## config.mk

```make
export PLATFORM = sky130hd
export DESIGN_NAME = sha2_round_core
export DESIGN_NICKNAME = d
export VERILOG_FILES = /design/src/rtl/sha2_pkg.sv /design/src/rtl/sha2_krom.sv /design/src/rtl/sha2_round.sv /design/src/rtl/sha2_ctrl.sv /design/src/rtl/sha2_round_core.sv
export SDC_FILE = /design/constraint.sdc
export NUM_CORES = 2
export LEC_CHECK = 0
export ABC_CLOCK_PERIOD_IN_PS = 11850
export CAP_MARGIN = 20
export CELL_PAD_IN_SITES_DETAIL_PLACEMENT = 2
export CELL_PAD_IN_SITES_GLOBAL_PLACEMENT = 2
export CORE_MARGIN = 10
export CORE_UTILIZATION = 36
export CTS_BUF_LIST = sky130_fd_sc_hd__clkbuf_16
export DETAILED_ROUTE_END_ITERATION = 6
export HOLD_SLACK_MARGIN = 0.12
export PLACE_DENSITY = 0.79
export SLEW_MARGIN = 10
export SYNTH_ARGS = -nofsm -noshare
export SYNTH_HDL_FRONTEND = slang
export SYNTH_SLANG_ARGS = --single-unit
```

## constraint.sdc

```tcl
create_clock -name clk -period 11.85 [get_ports clk]
set_input_delay 2.37 -clock clk [delete_from_list [all_inputs] [get_ports clk]]
set_output_delay 2.37 -clock clk [all_outputs]
set_load 0.03 [all_outputs]
```

## src/rtl/sha2_pkg.sv

```systemverilog
package sha2_pkg;
  localparam int WORD_W = 32;
  localparam int NWORDS = 8;
  localparam int ROUNDS = 64;
  localparam int RND_W  = $clog2(ROUNDS);

  typedef logic [WORD_W-1:0] word_t;
  typedef struct packed {
    word_t a, b, c, d, e, f, g, h;
  } vars_t;

  function automatic word_t rotr(input word_t x, input int n);
    return (x >> n) | (x << (WORD_W - n));
  endfunction

  function automatic word_t sum_a(input word_t x);
    return rotr(x, 2) ^ rotr(x, 13) ^ rotr(x, 22);
  endfunction

  function automatic word_t sum_e(input word_t x);
    return rotr(x, 6) ^ rotr(x, 11) ^ rotr(x, 25);
  endfunction

  function automatic word_t choose(input word_t x, y, z);
    return (x & y) ^ (~x & z);
  endfunction

  function automatic word_t majority(input word_t x, y, z);
    return (x & y) ^ (x & z) ^ (y & z);
  endfunction

  function automatic vars_t add_vars(input vars_t p, q);
    vars_t r;
    r.a = p.a + q.a; r.b = p.b + q.b; r.c = p.c + q.c; r.d = p.d + q.d;
    r.e = p.e + q.e; r.f = p.f + q.f; r.g = p.g + q.g; r.h = p.h + q.h;
    return r;
  endfunction

  function automatic vars_t init_vector(input logic m224);
    if (m224)
      return '{32'hc1059ed8, 32'h367cd507, 32'h3070dd17, 32'hf70e5939,
               32'hffc00b31, 32'h68581511, 32'h64f98fa7, 32'hbefa4fa4};
    else
      return '{32'h6a09e667, 32'hbb67ae85, 32'h3c6ef372, 32'ha54ff53a,
               32'h510e527f, 32'h9b05688c, 32'h1f83d9ab, 32'h5be0cd19};
  endfunction
endpackage

```

## src/rtl/sha2_krom.sv

```systemverilog
module sha2_krom
  import sha2_pkg::*;
(
  input  logic [RND_W-1:0] idx,
  output word_t            k
);
  always_comb begin
    case (idx)
      6'd0:  k = 32'h428a2f98; 6'd1:  k = 32'h71374491; 6'd2:  k = 32'hb5c0fbcf; 6'd3:  k = 32'he9b5dba5;
      6'd4:  k = 32'h3956c25b; 6'd5:  k = 32'h59f111f1; 6'd6:  k = 32'h923f82a4; 6'd7:  k = 32'hab1c5ed5;
      6'd8:  k = 32'hd807aa98; 6'd9:  k = 32'h12835b01; 6'd10: k = 32'h243185be; 6'd11: k = 32'h550c7dc3;
      6'd12: k = 32'h72be5d74; 6'd13: k = 32'h80deb1fe; 6'd14: k = 32'h9bdc06a7; 6'd15: k = 32'hc19bf174;
      6'd16: k = 32'he49b69c1; 6'd17: k = 32'hefbe4786; 6'd18: k = 32'h0fc19dc6; 6'd19: k = 32'h240ca1cc;
      6'd20: k = 32'h2de92c6f; 6'd21: k = 32'h4a7484aa; 6'd22: k = 32'h5cb0a9dc; 6'd23: k = 32'h76f988da;
      6'd24: k = 32'h983e5152; 6'd25: k = 32'ha831c66d; 6'd26: k = 32'hb00327c8; 6'd27: k = 32'hbf597fc7;
      6'd28: k = 32'hc6e00bf3; 6'd29: k = 32'hd5a79147; 6'd30: k = 32'h06ca6351; 6'd31: k = 32'h14292967;
      6'd32: k = 32'h27b70a85; 6'd33: k = 32'h2e1b2138; 6'd34: k = 32'h4d2c6dfc; 6'd35: k = 32'h53380d13;
      6'd36: k = 32'h650a7354; 6'd37: k = 32'h766a0abb; 6'd38: k = 32'h81c2c92e; 6'd39: k = 32'h92722c85;
      6'd40: k = 32'ha2bfe8a1; 6'd41: k = 32'ha81a664b; 6'd42: k = 32'hc24b8b70; 6'd43: k = 32'hc76c51a3;
      6'd44: k = 32'hd192e819; 6'd45: k = 32'hd6990624; 6'd46: k = 32'hf40e3585; 6'd47: k = 32'h106aa070;
      6'd48: k = 32'h19a4c116; 6'd49: k = 32'h1e376c08; 6'd50: k = 32'h2748774c; 6'd51: k = 32'h34b0bcb5;
      6'd52: k = 32'h391c0cb3; 6'd53: k = 32'h4ed8aa4a; 6'd54: k = 32'h5b9cca4f; 6'd55: k = 32'h682e6ff3;
      6'd56: k = 32'h748f82ee; 6'd57: k = 32'h78a5636f; 6'd58: k = 32'h84c87814; 6'd59: k = 32'h8cc70208;
      6'd60: k = 32'h90befffa; 6'd61: k = 32'ha4506ceb; 6'd62: k = 32'hbef9a3f7; default: k = 32'hc67178f2;
    endcase
  end
endmodule

```

## src/rtl/sha2_round.sv

```systemverilog
module sha2_round
  import sha2_pkg::*;
(
  input  vars_t cur,
  input  word_t k,
  input  word_t w,
  output vars_t nxt
);
  word_t t1, t2;

  always_comb begin
    t1 = cur.h + sum_e(cur.e) + choose(cur.e, cur.f, cur.g) + k + w;
    t2 = sum_a(cur.a) + majority(cur.a, cur.b, cur.c);
    nxt.a = t1 + t2;
    nxt.b = cur.a;
    nxt.c = cur.b;
    nxt.d = cur.c;
    nxt.e = cur.d + t1;
    nxt.f = cur.e;
    nxt.g = cur.f;
    nxt.h = cur.g;
  end
endmodule

```

## src/rtl/sha2_ctrl.sv

```systemverilog
module sha2_ctrl
  import sha2_pkg::*;
(
  input  logic             clk,
  input  logic             rst_n,
  input  logic             start,
  input  logic             w_valid,
  output logic             busy,
  output logic             load,
  output logic             step,
  output logic             last,
  output logic             done,
  output logic [RND_W-1:0] rnd
);
  assign load = start & ~busy;
  assign step = busy & w_valid;
  assign last = step & (rnd == RND_W'(ROUNDS - 1));

  always_ff @(posedge clk) begin
    if (!rst_n) begin
      busy <= 1'b0;
      rnd  <= '0;
      done <= 1'b0;
    end else begin
      done <= last;
      if (load) begin
        busy <= 1'b1;
        rnd  <= '0;
      end else if (step) begin
        rnd <= rnd + 1'b1;
        if (last) busy <= 1'b0;
      end
    end
  end


  stall_hold_chk: assert property (@(posedge clk) disable iff (!rst_n)
    busy && !w_valid |=> busy && $stable(rnd));

  done_pulse_chk: assert property (@(posedge clk) disable iff (!rst_n)
    done |=> !done);

  done_after_last_chk: assert property (@(posedge clk) disable iff (!rst_n)
    last |=> done && !busy);

  open_block_chk: assert property (@(posedge clk) disable iff (!rst_n)
    load |=> busy && rnd == '0);
endmodule

```

## src/rtl/sha2_round_core.sv

```systemverilog
module sha2_round_core
  import sha2_pkg::*;
(
  input  logic         clk,
  input  logic         rst_n,
  input  logic         start,
  input  logic         first_blk,
  input  logic         mode_224,
  input  logic         w_valid,
  input  logic [31:0]  w_data,
  output logic         w_ready,
  output logic         done,
  output logic [255:0] digest
);
  logic             busy, load, step, last, reg_en;
  logic [RND_W-1:0] rnd;
  word_t            k_cur;
  vars_t            work_q, work_nxt, hash_q;
  logic             mode_q;

  sha2_ctrl u_ctrl (
    .clk(clk), .rst_n(rst_n), .start(start), .w_valid(w_valid),
    .busy(busy), .load(load), .step(step), .last(last), .done(done), .rnd(rnd)
  );

  sha2_krom u_krom (.idx(rnd), .k(k_cur));

  sha2_round u_round (.cur(work_q), .k(k_cur), .w(w_data), .nxt(work_nxt));

  // Register-bank enable: stands in for a gated clock while idle or stalled
  assign reg_en = load | step;

  always_ff @(posedge clk) begin
    if (!rst_n) begin
      work_q <= '0;
      hash_q <= '0;
      mode_q <= 1'b0;
    end else if (reg_en) begin
      if (load) begin
        mode_q <= mode_224;
        if (first_blk) begin
          hash_q <= init_vector(mode_224);
          work_q <= init_vector(mode_224);
        end else begin
          work_q <= hash_q;
        end
      end else begin
        work_q <= work_nxt;
        if (last) hash_q <= add_vars(hash_q, work_nxt);
      end
    end
  end

  assign w_ready = busy;
  assign digest  = mode_q ? {hash_q[255:32], 32'h0} : hash_q;


  vars_gate_chk: assert property (@(posedge clk) disable iff (!rst_n)
    w_ready && !w_valid |=> $stable(work_q));

  digest_hold_chk: assert property (@(posedge clk) disable iff (!rst_n)
    !w_ready && !start |=> $stable(digest));

  mode_hold_chk: assert property (@(posedge clk) disable iff (!rst_n)
    w_ready |=> $stable(mode_q));

  busy_start_chk: assert property (@(posedge clk) disable iff (!rst_n)
    w_ready && !w_valid && start |=> w_ready && $stable(hash_q));
endmodule

```

# Word-level counts from Yosys, hierarchy flattened
# Memory sizes are Yosys's and may differ from the RTL's. A register that Yosys moved wholly into a read port is not among the register bits.
# Index checks and enable logic that the tools add are counted.
# word_totals
reg_bits	521
romBits	2048
in_bits	38
word_cells	80
mem_count	1
# memory_table
memory	depth	word_bits	rd	rd_ports_with_merged_regs	wr	line_no	rtl
(no name shown)	64	32	1	1	0	sha2_krom.sv:8	case (idx)
# op_classes
n_addsub	16
n_eq_ne	1
muxes	11
n_bitwise	25
n_reduce_logical	6
# ops
op	count
$mux 256	5
$add 32x32->32	15
$xor 32x32->32	7
$and 32x32->32	5
$mux 32	1
$not 32->32	1
$or 10x32->32	1
$or 19x32->32	1
$or 21x32->32	1
$or 26x32->32	1
$or 30x32->32	1
$or 7x32->32	1
$mux 6	2
$add 6x1->6 const B	1
$eq 6x6->1 const B	1
$reduce_and 2->1	3
$reduce_bool 2->1	2
$and 1x1->1	3
$mux 1	3
$not 1->1	2
$reduce_or 2->1	1
$or 1x1->1	1

# Depth between registers and ports, before layout
# depth
depth_word	11
mapped_depth	45

# Modules after synthesis
# Synthesis repeated with hierarchy kept, for this count alone.
# unflattened
hier_cells	6011
area_unflattened_um2	49043.3
# modules_own_cells
module	instances	cells_per_inst	area_each_um2
sha2_round_core	1	4240	34870.9
sha2_round	1	1211	10470.0
sha2_krom	1	518	3348.2
sha2_ctrl	1	42	354.1

# Worst setup path after synthesis
# No wires, ideal clock.
# synth_timing
kind	input -> register
start	in w_data[2]
end	reg hash_q[255] in the netlist's numbering
setup_ns	0.134
t_arrival_ns	10.394
required_ns	11.716
setup_slack_ns	1.322
stages	42
path_buffers	0
cell_sequence	inv_1 -> fa_1 -> inv_1 -> fa_1 -> inv_1 -> fa_1 -> inv_1 -> ha_1 -> a21o_1 -> a21oi_1 -> o21bai_1 -> a21oi_1 -> nor2b_1 -> o21a_1 -> nor2_1 -> xnor2_1 -> inv_1 -> fa_1 -> [... 6 more ...] -> a221oi_2 -> o21bai_1 -> a221oi_1 -> o21ai_1 -> xor2_1 -> ha_1 -> and4_1 -> nand2_1 -> nor3_1 -> nand3b_1 -> and3_1 -> a22o_1 -> o21ai_1 -> a31o_1 -> xor2_1 -> nor2_1 -> xnor2_1 -> o22ai_1
# synth_via
elab_chain_cells	5
# synth_rtl
item	line_no	rtl
from (decl)	sha2_round_core.sv:10	input logic [31:0] w_data,
$add 32x32->32	sha2_round.sv:12	t1 = cur.h + sum_e(cur.e) + choose(cur.e, cur.f, cur.g) + k + w;
$add 32x32->32	sha2_round.sv:14	nxt.a = t1 + t2;
$add 32x32->32	sha2_pkg.sv:34	r.a = p.a + q.a; r.b = p.b + q.b; r.c = p.c + q.c; r.d = p.d + q.d;
$mux 256	sha2_round_core.sv:49	if (last) hash_q <= add_vars(hash_q, work_nxt);
$mux 256	sha2_round_core.sv:39	if (load) begin
to (signal assigned)	sha2_round_core.sv:42	hash_q <= init_vector(mode_224);
to (signal assigned)	sha2_round_core.sv:49	
to (decl)	sha2_round_core.sv:18	vars_t work_q, work_nxt, hash_q;
# Every way passes these cells. The select of a mux whose other input is x is not followed.
# A chain may end at the register's enable or synchronous reset.

# Worst setup path in the final report
# Ends and elaborated chain as after synthesis.

==> out/qor.txt <==
Slew Viols, Final: 0
Inst Count DP: 7712
die footprint: 146000 µm²
Starting DRT DRC Count: 3897
worst hold-check path type: reg -> reg
clock sink total: 553
clk_skew: 37.2 ps
synth cell count leaders: a21oi_1, o21ai_0, dfxtp_1
CP endpoint kind: flip-flop
total CTS buffers: 76
vias in the first global route: 51817
final setup fails: 0
Yosys cell types: 86
antenna violations before repair: 7
crit-path max cell delay: 540 ps
Post-Synthesis Cell Area: 47100 µm²
top_reg_cell synth: dfxtp_1
slew margin rel.: 20.0%
Reg clk slew, reported paths: 60 ps
most numerous cell in the Yosys netlist: a21oi_1
max_cap viols: 0
CP Launch Type: input pin
CTS Hold Bufs: 0
Final period util: 95.3%
setup slack, reg-to-reg: 2330 ps
min Tclk post-route: 11290 ps
crit-path max FO: 4
Clock Path Buffers: 3
core area: 130000 µm²
Via density: 6.31
Tot GR Track Use: 34.0%
Synth top area share: 23.5%
status: complete, no violations
post-DR wirelength/cell: 33.0 µm
endpoints failing hold: 0
first-pass GRT wire length: 373 mm
Syn. warnings: 0
DRC Markers: 0
post-cts repair resize count: 0
worst hold slack: 481 ps
achievable frequency: 0.0885 GHz
EDFF count, synth: 0
Req. time, crit path: 12420 ps
Final nets: 6583
register bit total from synthesis: 553
most frequent cell on the critical path: inv_1
critical path type: in -> reg
post-synth top area cell: dfxtp_1
Syn Inst Count: 6177
Die H: 382 µm
RSZ-0062 raised after global routing: false
Clock Latency Late Sink: 710 ps
die width: 382 µm
final HPWL from detailed placement: 189 mm
sequential fraction of the synthesis area: 23.5%
Mean Syn Cell Area: 7.63 µm²
Data arrival, critical path: 11860 ps
Post-synth ARST share: 0%
gpl congestion: 0.969
largest net degree at the start of global routing: 120
drt total wl: 259 mm
post-CTS setup buffer count: 0
Vias: 49551
ranking of synthesized cells by area: dfxtp_1, ha_1, a21oi_1
Area Growth Syn to Fin: 11.7%
CTS Root Cell: clkbuf_16
layout cell share with drive strength beyond 1: 5.08%
Crit-path slowest cell: fa_1
Non-Filler Instances: 7857
Syn Nets: 6711
IO buf count: 295
CTS tree: done
I/O pins: 296
slew of the pin with the lowest slew margin: 1200 ps
initial core utilization: 36.3%
grt ovf: 0
1st-pass router iterations: 7
antenna-violating nets left: 0
FP Rows: 132
htree depth: 3
[per-stage QoR]
| stage | util [%] | instance area (µm²) | setup TNS [ps] | setup WS, ps |
|---|---|---|---|---|
| floorplan | - | 47100 | 0 | 1320 |
| detailed placement | 38.7 | 50200 | -76.6 | -76.6 |
| global placement | 38.7 | 50200 | 0 | 132 |
| global route | 40.5 | 52600 | 0 | 79.2 |
| CTS | 40.5 | 52600 | 0 | 576 |
| finish | 40.6 | 52600 | 0 | 555 |
[routing by layer]
layer  GRT usage [%]  vias to the layer above  wire length (µm)
li1                -                    21427                 -
met1            41.0                    25510            103000
met2            55.4                     1957            118000
met3            5.82                      653             17500
met4            22.1                        4             19900
met5               0                        -                27
[state kept, by name, summed over array words and instances, names as in the netlist]
register / count
hash_q: 256
u_ctrl.rnd: 6
work_q: 256
u_ctrl.done: 1
u_ctrl.busy: 1
mode_q: 1
u_krom.k: 32
[worst paths after layout]
check | start | cells past startpoint | end
worst max register to register | work_q[112]$_SDFFE_PN0P_ | 41 | hash_q[255]$_SDFFE_PN0P_
worst min register to register | hash_q[127]$_SDFFE_PN0P_ | 1 | hash_q[127]$_SDFFE_PN0P_
worst max-delay path | w_data[2] | 45 | hash_q[255]$_SDFFE_PN0P_
worst min-delay path | hash_q[127]$_SDFFE_PN0P_ | 1 | hash_q[127]$_SDFFE_PN0P_
[kinds of logic (layout without fill, tap and decap cells)]
family / Yosys count / in the layout / share of synthesized area (%)
flip-flops: 553 / 553 / 23.5
other: 0 / 8 / 0
adder cells (fa/ha/maj): 515 / 515 / 15.7
multiplexers: 37 / 37 / 0.818
AND/OR/NAND/NOR: 1317 / 1317 / 12.6
buffers and inverters: 980 / 910 / 9.60
XOR/XNOR: 432 / 432 / 8.08
AO/OA/AOI/OAI: 2343 / 2343 / 29.7
[cell type report]
class	instances	area (µm²)
Multi-Input combinational cell	4644	31700
Timing Repair Buffer	426	3970
Tap cell	1742	2180
Fill cell	14867	77200
Inverter	348	1320
Sequential cell	553	11100
Clock inverter	57	413
Clock buffer	79	1980
Antenna cell	8	20.0
[worst max-delay path, delay by kind of cell]
kind                     cells  cell delay (ps)
adder cells (fa/ha/maj)      7             2870
XOR/XNOR                     4              740
AND/OR/NAND/NOR              9             1260
buffers and inverters        9             1310
AO/OA/AOI/OAI               16             3300
[cell usage in the layout (no fill, tap or decap), drive strengths merged, types with 16 or more instances in the layout]
| cell type | n |
|---|---|
| o21ai | 779 |
| a21oi | 743 |
| dfxtp | 553 |
| nand2 | 483 |
| inv | 366 |
| ha | 363 |
| nor2 | 351 |
| clkdlybuf4s50 | 293 |
| xnor2 | 290 |
| a21o | 170 |
| xor2 | 142 |
| fa | 133 |
| buf | 132 |
| nor3 | 106 |
| a31oi | 105 |
| nand3 | 97 |
| nor2b | 85 |
| clkbuf | 80 |
| a311oi | 76 |
| a211oi | 70 |
| nand2b | 58 |
| o21a | 56 |
| o22ai | 55 |
| o21bai | 35 |
| o211ai | 33 |
| clkinv | 32 |
| o31ai | 30 |
| and3 | 26 |
| mux2i | 25 |
| or3 | 21 |
| maj3 | 19 |
| a221oi | 19 |
| o311ai | 19 |
| o221ai | 18 |
| and2 | 18 |
| nor4 | 17 |
| a22oi | 16 |
Power is left out: the tool's default activity adds up to more than one toggle a clock period on the data nets, which glitch-free logic cannot reach.
